==> config.mk <==
export PLATFORM = sky130hd
export DESIGN_NAME = rom_window_ctl
export DESIGN_NICKNAME = d
export VERILOG_FILES = /design/src/rtl/romsel_pkg.sv /design/src/rtl/unlock_seq.sv /design/src/rtl/sel_store.sv /design/src/rtl/fetch_router.sv /design/src/rtl/rom_window_ctl.sv
export SDC_FILE = /design/constraint.sdc
export NUM_CORES = 1
export LEC_CHECK = 0
export CAP_MARGIN = 5
export CORE_MARGIN = 3
export CORE_UTILIZATION = 45
export DETAILED_ROUTE_END_ITERATION = 6
export DONT_BUFFER_PORTS = 1
export GPL_TIMING_DRIVEN = 0
export PLACE_DENSITY = 0.67
export SYNTH_ARGS = -nofsm -noshare
export SYNTH_HDL_FRONTEND = slang
export SYNTH_HIERARCHICAL = 1
export SYNTH_SLANG_ARGS = --single-unit
==> constraint.sdc <==
create_clock -name clk -period 8.9 [get_ports clk]
set_clock_uncertainty 0.05 [all_clocks]
set_input_delay 0.89 -clock clk [delete_from_list [all_inputs] [get_ports clk]]
set_output_delay 0.89 -clock clk [all_outputs]
set_load 0.01 [all_outputs]
==> src/rtl/romsel_pkg.sv <==
package romsel_pkg;
  localparam int SEL_W = 3;
  typedef logic [SEL_W-1:0] sel_t;
  typedef enum logic [1:0] {UNL_IDLE, UNL_HALF, UNL_OPEN} unl_state_e;
endpackage

==> src/rtl/unlock_seq.sv <==
module unlock_seq
  import romsel_pkg::*;
#(
  parameter logic [7:0] TA_ADDR = 8'hC7,
  parameter logic [7:0] KEY1    = 8'hAA,
  parameter logic [7:0] KEY2    = 8'h55,
  parameter int         WINDOW  = 3
) (
  input  logic       clk,
  input  logic       rst_n,
  input  logic       wr,
  input  logic [7:0] addr,
  input  logic [7:0] wdata,
  input  logic       consume,
  output logic       open
);
  localparam int CW = $clog2(WINDOW + 1);

  unl_state_e     st_q, st_d;
  logic [CW-1:0]  cnt_q, cnt_d;
  logic           ta_wr;

  assign ta_wr = wr && (addr == TA_ADDR);

  // next state
  always_comb begin
    st_d  = st_q;
    cnt_d = cnt_q;
    if (st_q == UNL_OPEN) begin
      if (cnt_q != '0) cnt_d = cnt_q - CW'(1);
      if (consume || cnt_q == CW'(1)) begin
        st_d  = UNL_IDLE;
        cnt_d = '0;
      end
    end
    if (ta_wr) begin
      cnt_d = '0;
      if (wdata == KEY1) begin
        st_d = UNL_HALF;
      end else if (st_q == UNL_HALF && wdata == KEY2) begin
        st_d  = UNL_OPEN;
        cnt_d = CW'(WINDOW);
      end else begin
        st_d = UNL_IDLE;
      end
    end
  end

  // registers
  always_ff @(posedge clk or negedge rst_n) begin
    if (!rst_n) begin
      st_q  <= UNL_IDLE;
      cnt_q <= '0;
    end else begin
      st_q  <= st_d;
      cnt_q <= cnt_d;
    end
  end

  assign open = (st_q == UNL_OPEN);
endmodule

==> src/rtl/sel_store.sv <==
module sel_store
  import romsel_pkg::*;
#(
  parameter sel_t DEFAULT_SEL = 3'b111,
  parameter int   SETTLE      = 2
) (
  input  logic clk,
  input  logic rst_n,
  input  logic load,
  input  sel_t new_sel,
  input  logic mc_tick,
  output sel_t sel,
  output logic pending
);
  localparam int PW = $clog2(SETTLE + 1);

  sel_t          sel_q;
  logic [PW-1:0] pcnt_q, pcnt_d;
  logic          pcnt_en;

  // next state
  always_comb begin
    pcnt_d  = pcnt_q;
    pcnt_en = 1'b0;
    if (load) begin
      pcnt_d  = PW'(SETTLE);
      pcnt_en = 1'b1;
    end else if (mc_tick && pcnt_q != '0) begin
      pcnt_d  = pcnt_q - PW'(1);
      pcnt_en = 1'b1;
    end
  end

  // registers with explicit enables
  always_ff @(posedge clk or negedge rst_n) begin
    if (!rst_n)    sel_q <= DEFAULT_SEL;
    else if (load) sel_q <= new_sel;
  end

  always_ff @(posedge clk or negedge rst_n) begin
    if (!rst_n)       pcnt_q <= '0;
    else if (pcnt_en) pcnt_q <= pcnt_d;
  end

  assign sel     = sel_q;
  assign pending = (pcnt_q != '0);
endmodule

==> src/rtl/fetch_router.sv <==
module fetch_router
  import romsel_pkg::*;
#(
  parameter int ADDR_W    = 16,
  parameter int BASE_LOG2 = 10
) (
  input  sel_t              sel,
  input  logic [ADDR_W-1:0] fetch_addr,
  output logic [ADDR_W:0]   limit,
  output logic              ext
);
  localparam int LW = ADDR_W + 1;

  logic force_ext;

  always_comb begin
    force_ext = (sel == '0);
    limit     = force_ext ? '0 : (LW'(1) << (BASE_LOG2 - 1 + int'(sel)));
  end

  // code 0 sends everything out, vector area included
  assign ext = force_ext || ({1'b0, fetch_addr} >= limit);
endmodule

==> src/rtl/rom_window_ctl.sv <==
module rom_window_ctl
  import romsel_pkg::*;
#(
  parameter int         ADDR_W        = 16,
  parameter logic [7:0] TA_ADDR       = 8'hC7,
  parameter logic [7:0] SIZE_ADDR     = 8'hC2,
  parameter logic [2:0] DEFAULT_SEL   = 3'b111,
  parameter int         UNLOCK_WINDOW = 3,
  parameter int         SETTLE_MC     = 2,
  parameter int         BASE_LOG2     = 10
) (
  input  logic              clk,
  input  logic              rst_n,
  input  logic              sfr_wr,
  input  logic [7:0]        sfr_addr,
  input  logic [7:0]        sfr_wdata,
  input  logic              mc_tick,
  input  logic [ADDR_W-1:0] fetch_addr,
  output logic [2:0]        size_sel,
  output logic [ADDR_W:0]   rom_limit,
  output logic              fetch_ext,
  output logic              size_pending
);
  logic win_open;
  logic size_load;
  sel_t sel_w;

  assign size_load = sfr_wr && (sfr_addr == SIZE_ADDR) && win_open;

  unlock_seq #(
    .TA_ADDR(TA_ADDR), .KEY1(8'hAA), .KEY2(8'h55), .WINDOW(UNLOCK_WINDOW)
  ) u_unlock (
    .clk(clk), .rst_n(rst_n), .wr(sfr_wr), .addr(sfr_addr),
    .wdata(sfr_wdata), .consume(size_load), .open(win_open)
  );

  sel_store #(
    .DEFAULT_SEL(DEFAULT_SEL), .SETTLE(SETTLE_MC)
  ) u_store (
    .clk(clk), .rst_n(rst_n), .load(size_load), .new_sel(sfr_wdata[SEL_W-1:0]),
    .mc_tick(mc_tick), .sel(sel_w), .pending(size_pending)
  );

  fetch_router #(
    .ADDR_W(ADDR_W), .BASE_LOG2(BASE_LOG2)
  ) u_router (
    .sel(sel_w), .fetch_addr(fetch_addr), .limit(rom_limit), .ext(fetch_ext)
  );

  assign size_sel = sel_w;
endmodule

# Word level (Yosys, flattened, before mapping)
# Cells that the tools add are included.
classes:
  n_shift: 1
  reduce_logical: 17
  n_mux: 16
  addsub: 3
  eq_ne: 7
  order_cmp: 1
op_table:
  columns: ["op", "count"]
  rows:
  - ["$shl A1 B32 Y17 const A", 1]
  - ["$mux W2", 13]
  - ["$eq A8 B8 Y1 const B", 3]
  - ["$ge A16 B17 Y1", 1]
  - ["$mux W17", 1]
  - ["$reduce_bool A2 Y1", 5]
  - ["$eq A8 B7 Y1 const B", 1]
  - ["$reduce_and A2 Y1", 3]
  - ["$add A4 B3 Y5 const A", 1]
  - ["$logic_and A1 B1 Y1", 5]
  - ["$eq A2 B1 Y1 const B", 2]
  - ["$sub A2 B1 Y2 const B", 2]
  - ["$logic_not A3 Y1", 1]
  - ["$reduce_bool A3 Y1", 1]
  - ["$eq A2 B2 Y1 const B", 1]
  - ["$logic_or A1 B1 Y1", 2]
  - ["$mux W1", 2]
totals:
  register_bits: 9
  wordCells: 49

# Depth between registers and ports, before layout
# Gate-level depths: netlist (run 1).
logic_depth:
  depth_word: 7
  depth_mapped: 10
  depth_no_buf: 10

# Cells and area by module
# Netlist (run 1), hierarchy kept.
by_module_without_submodules:
  columns: ["module", "cells_each", "instances", "seq_area_each_um2", "area_per_inst_um2"]
  rows:
  - ["fetch_router", 74, 1, 0.0, 531.8]
  - ["unlock_seq", 34, 1, 100.1, 336.6]
  - ["sel_store", 19, 1, 128.9, 236.5]
  - ["rom_window_ctl", 3, 1, 0.0, 28.8]

# Least setup slack after synthesis (run 1)
# Ideal clock, no wire load.
synth_timing:
  kind: "register -> output"
  start: "register u_store.sel_q[1] (netlist: u_store/sel[1])"
  end: "output fetch_ext"
  stages_incl_launch_ff: 10
  arrival_time_ps: 2577
  t_required_ps: 7960
  slack_ps: 5383
  n_path_buf: 0
  path_cell_list: "dfstp_2 and2_1 ha_1 or3b_4 or2_2 ha_1 a21oi_1 o211ai_1 a211oi_2 o211ai_1"
synth_via:
  elab_chain_cells: 5
  elab_cells_between_ends: 6
  classes_between: "add/sub (1); order compare (1); shift (1); mux (1); reduce/logical (2)"
synth_lines:
  columns: ["item", "line", "text"]
  rows:
  - ["start, declared", "sel_store.sv:17", "sel_t sel_q;"]
  - ["start signal, assigned", "sel_store.sv:37", "else if (load) sel_q <= new_sel;"]
  - ["$add A4 B3 Y5", "fetch_router.sv:18", "limit = force_ext ? '0 : (LW'(1) << (BASE_LOG2 - 1 + int'(sel)));"]
  - ["$shl A1 B32 Y17", "fetch_router.sv:18", null]
  - ["$mux W17", "fetch_router.sv:18", null]
  - ["$ge A16 B17 Y1", "fetch_router.sv:22", "assign ext = force_ext || ({1'b0, fetch_addr} >= limit);"]
  - ["$logic_or A1 B1 Y1 (*)", "fetch_router.sv:22", null]
  - ["end, declared", "rom_window_ctl.sv:21", "output logic fetch_ext,"]
# Mark *: on every way between the ends. The rest lies on a longest branch, timed or not.

# Worst setup path in the final report (run 1)
# Same ends and word-level chain as after synthesis.

==> results of run 1 <==
[through the flow]
step | power, mW | utilization, %
3_5_place_dp | 0.09104 | 52.02
4_1_cts | 0.1223 | 53.16
5_1_grt | 0.1319 | 53.16
2_1_floorplan | 0.08412 | -
6_report | 0.1202 | 53.16
3_3_place_gp | 0.08756 | 52.02
[final cells by class]
| class | count | share of cell area [%] |
|---|---|---|
| Multi-Input combinational cell | 107 | 67.93 |
| Sequential cell | 9 | 18.75 |
| Inverter | 15 | 4.611 |
| Buffer | 6 | 3.689 |
| Tap cell | 28 | 2.869 |
| Clock buffer | 4 | 2.152 |
[critical path: stages (launching register included)]
cell and delay [ns]:
dfstp_2 0.65, and2_1 0.16, ha_1 0.29, or3b_4 0.43
or2_2 0.30, ha_1 0.30, a21oi_1 0.22, o211ai_1 0.13
a211oi_2 0.18, o211ai_1 0.19
[logic make-up (layout without fill, tap and decap cells)]
group	after synthesis	in the layout	synth area share, %
simple gates	55	55	34.77
compound gates	23	23	14.02
flops	9	9	20.20
buf+inv	21	25	8.940
mux	5	5	4.856
fa+ha+maj	15	15	16.56
other cells	2	9	0.6625
[worst paths after layout]
kind | startpoint | endpoint | slack (ns) | cells past startpoint
hold / removal | rst_n | u_unlock/cnt_q[1] | 0.28 | 0
max in group asynchronous | rst_n | u_store/sel[0] | 8.35 | 0
setup reg to reg | u_unlock/st_q[0] | u_unlock/cnt_q[1] | 6.57 | 8
setup / recovery | u_store/sel[1] | fetch_ext | 4.85 | 9
min in group clk | u_unlock/cnt_q[1] | u_unlock/cnt_q[1] | 0.50 | 2
hold reg to reg | u_unlock/cnt_q[1] | u_unlock/cnt_q[1] | 0.50 | 2
[synth_stat cells, drive strengths merged]
cell      n  area (sq um)
nand3     2         10.01
o211ai    3         22.52
nor3      3         15.01
inv      15         56.30
nand4     2         12.51
or2       5         31.28
nor4bb    6         60.06
a22oi     1         7.510
dfrtp     6         150.1
and4b     1         10.01
o31a      1         8.760
nor2      7         26.28
nand2     9         33.78
or3b      1         11.26
a21oi     4         20.02
dfstp     3         78.83
and2      1         6.260
nor2b     4         27.53
a221oi    1         8.760
o311a     1         10.01
ha       15         187.7
or4b      1         10.01
mux2      4         45.04
and3      2         12.51
nand4bb   1         27.53
a2111oi   1         8.760
a211oi    1         12.51
and4      1         8.760
o21ai     7         35.03
conb      2         7.510
o32a      1         10.01
a21o      2         15.01
buf       6         45.04
nand2b    3         26.27
or3       1         6.260
nor4b     2         17.52
mux2i     1         10.01
nand3b    1         7.510
nor4      2         33.78
[state kept, by name, summed over array words and instances, names as in the netlist]
| signal | flops |
|---|---|
| u_store/sel | 3 |
| u_store/pcnt_q | 2 |
| u_unlock/cnt_q | 2 |
| u_unlock/st_q | 2 |
[metal layers]
metal  routed length [um]  vias to the layer above
met5                    0                        -
met4                    7                        0
li1                     -                      486
met1                  946                      441
met3                  187                        2
met2                 1174                       37
[power groups by stage]
stage / sequential, mW / clock, mW / combinational, mW
final: 0.0500 / 0.0305 / 0.0397
after global routing: 0.0507 / 0.0344 / 0.0468
after CTS: 0.0502 / 0.0317 / 0.0404
after detailed placement: 0.0509 / 0 / 0.0401
after global placement: 0.0504 / 0 / 0.0372
after floorplan: 0.0498 / 0 / 0.0343
==> impl_metrics.csv, run 1 <==
group,metric,value,unit
timing,finalMaxSlewViolations,0,
placed_design,place_area,1195,sq um
global_route,grtUsageMet1,17.93,%
cts,cts_root_buffer,"clkbuf_4",
worst_hold_path,hold_path_class,"input pin to async pin",
run_status,status,"finished clean",
power_and_ir_drop,powerDensity,98.42,nW/um^2
timing,setup_viol,0,
route,routed-via-count,966,
cts,worstSkewPairLatency,0.25,ns
global_route,grt_util_met2,27.21,%
cts,clockBufferDepth,2,
route,dr.pass1.iters,4,
yosys,synth_warnings,6,
yosys,syn_area,1134,sq um
floorplanning,die_w,56.19,um
global_route,grt_pass1_wl,3.974,mm
floorplanning,start_util,49.35,%
critical_path,worstPathRequired,7.96,ns
power_and_ir_drop,clock_power_share,25.4,%
flow_run,drv_cap,0,
route,drt-total-wl,2.315,mm
floorplanning,die-area,3157,sq um
cts,ctsHtreeMaxLevel,1,
timing,fmax,0.2471,GHz
placed_design,port_buffers,0,
global_route,grt_antenna_before_repair,0,
yosys,synth-seq-cells,9,
placed_design,dp.final_hpwl,2.059,mm
timing,hold_viol_final,0,
critical_path,critical_path_class,"flop to output pin",
placed_design,dpl_worst_slack,5.119,ns
power_and_ir_drop,leakage,0.5836,nW
timing,post-route-period-util,45.48,%
yosys,synth_cells,130,
global_route,grt_max_degree,12,
cts,tritoncts,"yes",
yosys,synth_cell_type_count,42,
timing,finalCriticalPeriod,4.048,ns
power_and_ir_drop,p_int,0.08504,mW
global_route,track_usage,15.08,%
final_layout,multi_input_area,829.5,sq um
critical_path,start_kind,"flop",
timing,hold_slack,0.2768,ns
floorplanning,die_y,56.19,um
power_and_ir_drop,switching_share,29.25,%
critical_path,crit_arrival,3.11,ns
global_route,first_global_vias,925,
route,vias_per_cell,5.716,
final_layout,diodes,0,
critical_path,crit_path_max_fanout,11,
power_and_ir_drop,vdd_drop_max,0.0001276,V
route,final_antenna_net_count,0,
timing,layout_setup_ws,4.852,ns
cts,clkTransAtPathRegs,0.06,ns
power_and_ir_drop,switching_power,0.03515,mW
placed_design,place_congestion,0.8545,
cts,post_cts_buffers,0,
global_route,gr-total-overflow,0,
cts,cts-resized-gates,0,
final_layout,num-fill-cells,232,
final_layout,finalNetCount,193,
timing,worst_pin_slew,0.7832,ns
final_layout,final_cell_area,1221,sq um
timing,tns,0,ns
floorplanning,pin_count,58,
route,drt-initial-drc-count,23,
route,wl_per_cell,13.70,um
final_layout,drive_gt1_share,19.86,%
timing,rsz0062_at_grt,"no",
cts,cts_buffers,3,
placed_design,place_inst,165,
final_layout,syn2layout_area_growth,7.726,%
route,drc,0,
global_route,grt.busiest_layer,"met2",
yosys,yosysSeqAreaShare,20.20,%
power_and_ir_drop,combPwrFrac,33.0,%
final_layout,mostFrequentLayoutCells,"inv_1 (15), ha_1 (15), nand2_1 (9), conb_1 (9)",
global_route,grt_use_met3,3.016,%
yosys,avgSynthCellArea,8.720,sq um
critical_path,worstSetupEndpointType,"output pin",
power_and_ir_drop,pwr-share-seq,41.6,%
floorplanning,core,2297,sq um
cts,hold_buffers,0,
cts,cts_sinks,9,
floorplanning,rows,17,
final_layout,finalNonFillerCells,169,
final_layout,regArea,229.0,sq um
timing,slew_headroom,47.35,%
Power figures use the tool's default switching activity.
==> run 2: changes to the inputs <==
--- a/config.mk
+++ b/config.mk
@@ -5,6 +5,7 @@
 export SDC_FILE = /design/constraint.sdc
 export NUM_CORES = 1
 export LEC_CHECK = 0
+export ABC_AREA = 1
 export CAP_MARGIN = 5
 export CORE_MARGIN = 3
 export CORE_UTILIZATION = 45
==> constraint.sdc (replaced) <==
create_clock -name clk -period 4.05 [get_ports clk]
set_clock_uncertainty 0.05 [all_clocks]
set_input_delay 0.405 -clock clk [delete_from_list [all_inputs] [get_ports clk]]
set_output_delay 0.405 -clock clk [all_outputs]
set_load 0.01 [all_outputs]
==> run 2 against run 1 <==
Against the previous run: die area grew 11%; sequential power increased by 100%; utilization is 0.26 points lower; clock power is 120% higher; global-route usage fell by 0.39 points; non-clock buffer count rose by 1; final area increased by 12%; critical path depth up 8; setup slack worse by 4.2 ns; power rose by 110%; final cell count grew 56%.
==> impl_metrics.csv, run 2 <==
group,metric,value,unit
run_status,status,"finished clean",
timing,rsz0062_at_grt,"no",
flow_run,drv_cap,0,
critical_path,critical_path_class,"flop to output pin",
critical_path,crit_chain,"nand2_2, inv_1, ha_1, inv_1, nor2_1, inv_1, nor3_1, inv_1, ha_1, a21oi_1, nand2_1, a21oi_1, nand2_1, nand2_1, nand2_1, nand2_1, nand2_1",
route,drt-initial-drc-count,28,
cts,clockBufferDepth,2,
critical_path,rr_worst_depth,8,
route,drt-total-wl,2.457,mm
yosys,yosysMostFrequentCell,"nand2_1",
yosys,yosysSeqAreaShare,18.03,%
cts,cts_root_buffer,"clkbuf_4",
final_layout,syn2layout_area_growth,7.881,%
critical_path,critical_path_buf_inv_count,4,
placed_design,dp.final_hpwl,2.206,mm
global_route,track_usage,14.69,%
critical_path,start_kind,"flop",
worst_hold_path,hold_path_class,"input pin to flop",
global_route,first_global_vias,1080,
timing,setup_viol,0,
power_and_ir_drop,leakage,0.7642,nW
timing,fmax,0.2906,GHz
timing,slew_headroom,65.12,%
critical_path,cpMostUsedCell,"nand2_1",
placed_design,port_buffers,0,
floorplanning,start_util,49.03,%
yosys,netlist.area_leader.share,19.21,%
floorplanning,die_w,59.13,um
route,final_antenna_net_count,0,
timing,post-route-period-util,84.96,%
placed_design,place_congestion,0.7574,
final_layout,diodes,0,
final_layout,finalNetCount,285,
critical_path,critPathMaxStageDelay,0.62,ns
worst_hold_path,min_to,"u_store/sel[1]",
floorplanning,die_y,59.13,um
timing,finalCriticalPeriod,3.441,ns
critical_path,crit_path_max_fanout,7,
critical_path,worstReg2RegEnd,"u_unlock/st_q[0]",
critical_path,r2r_slack,2.45,ns
power_and_ir_drop,powerDensity,181.8,nW/um^2
cts,cts-resized-gates,0,
final_layout,mostFrequentLayoutCells,"nand2_1 (65), inv_1 (42), nor2_1 (34)",
cts,cts_buffers,3,
final_layout,largest_reg_flops,3,
floorplanning,pin_count,58,
cts,ctsHtreeMaxLevel,1,
global_route,gr-total-overflow,0,
cts,cts_sinks,9,
route,vias_per_cell,4.601,
global_route,grt_max_degree,10,
floorplanning,core,2590,sq um
yosys,async_reset_ff_share,100.0,%
yosys,synth_area_leader_cell,"nand2_1",
yosys,synth_ff_type,"dfrtp_1",
floorplanning,rows,18,
timing,hold_viol_final,0,
yosys,synth_cell_type_count,21,
route,wl_per_cell,9.342,um
critical_path,crit_slowest_cell,"dfstp_2",
timing,finalMaxSlewViolations,0,
yosys,synth.top_cells.by_count,"nand2_1 (65), inv_1 (42), nor2_1 (34), ha_1 (15), nand3_1 (11)",
yosys,synth_edf_count,0,
cts,worstSkewPairLatency,0.25,ns
power_and_ir_drop,vdd_drop_max,0.0002163,V
cts,tritoncts,"yes",
worst_hold_path,worstHoldStart,"sfr_wdata[1]",
critical_path,path_delay_family,"simple AND/OR/NAND/NOR gates",
critical_path,worstPathRequired,3.60,ns
final_layout,final_util,52.90,%
critical_path,worstSetupEndpointType,"output pin",
yosys,synth_warnings,6,
yosys,syn_area,1270,sq um
yosys,avgSynthCellArea,5.746,sq um
yosys,synth_cells,221,
route,drc,0,
floorplanning,die-area,3496,sq um
worst_hold_path,holdPathStages,2,
critical_path,crit_arrival,2.99,ns
critical_path,r2r_start,"u_unlock/st_q[0]",
final_layout,drive_gt1_share,12.02,%
yosys,ys_top_cells_by_area,"nand2_1 (19%), ha_1 (15%), inv_1 (12%)",
final_layout,final_common_cell,"nand2_1",
global_route,grt_pass1_wl,4.126,mm
timing,tns,0,ns
cts,clkTransAtPathRegs,0.06,ns
route,routed-via-count,1210,
yosys,synth-seq-cells,9,
route,dr.pass1.iters,4,
global_route,grt_antenna_before_repair,0,
timing,worst_pin_slew,0.5192,ns
run 2: power by group:
group	switching (mW)	internal, mW	leakage (nW)
Combinational	0.0480	0.0324	0.634
Sequential	0.00433	0.0976	0.115
Clock	0.0289	0.0378	0.0150
run 2: worst register-to-register path: cells and delay by family (launching register included):
kind	cells	cell delay [ns]
and+or+nand+nor	8	1.06
DFF	1	0.39
run 2: final cells by class:
cell class / count / area, sq um
Fill cell: 289 / 1220
Multi-Input combinational cell: 165 / 842.1
Sequential cell: 9 / 229.0
Inverter: 48 / 180.2
Buffer: 6 / 45.04
Tap cell: 30 / 37.54
Clock buffer: 4 / 26.28
Timing Repair Buffer: 1 / 10.01
run 2: metal layers:
| layer | GRT usage (%) | vias up | routed length [um] |
|---|---|---|---|
| li1 | - | 678 | - |
| met1 | 19.54 | 493 | 1185 |
| met2 | 23.97 | 39 | 1038 |
| met3 | 4.575 | 0 | 233 |
| met4 | 1.942 | 0 | 0 |
| met5 | 0 | - | 0 |
run 2: metrics by stage:
| stage | instance area (sq um) | hold WS (ns) | std cells | total power [mW] | setup WS (ns) |
|---|---|---|---|---|---|
| CTS | 1370 | 0.1808 | 263 | 0.2540 | 0.6103 |
| floorplan | 1296 | 0.05941 | 228 | 0.1717 | 1.210 |
| global route | 1370 | 0.1865 | 263 | 0.2714 | 0.2785 |
| finish | 1370 | 0.1901 | 263 | 0.2491 | 0.6092 |
| detailed placement | 1334 | 0.05965 | 258 | 0.1826 | 0.9000 |
| global placement | 1334 | 0.05964 | 258 | 0.1818 | 0.8720 |
run 2: cells by family after synthesis:
group,share of synthesized area [%]
buf+inv,17.73
other cells,0.5914
compound gates,3.547
simple gates,45.32
flops,18.03
fa+ha+maj,14.78
run 2: repair_timing:
action,CTS,global route
setup buffers,0,0
hold endpoints to repair,9,0
hold buffers,1,0
run 2: how the worst max path moves through the flow:
stage | startpoint | endpoint | slack [ns] | cells after the start
after detailed placement | u_store/sel[0] | fetch_ext | 0.90 | 17
after global placement | u_store/sel[0] | fetch_ext | 0.87 | 17
after floorplan | u_store/sel[0] | fetch_ext | 1.21 | 19
after CTS | u_store/sel[0] | fetch_ext | 0.61 | 17
final | u_store/sel[0] | fetch_ext | 0.61 | 17
after global routing | u_store/sel[0] | fetch_ext | 0.28 | 19
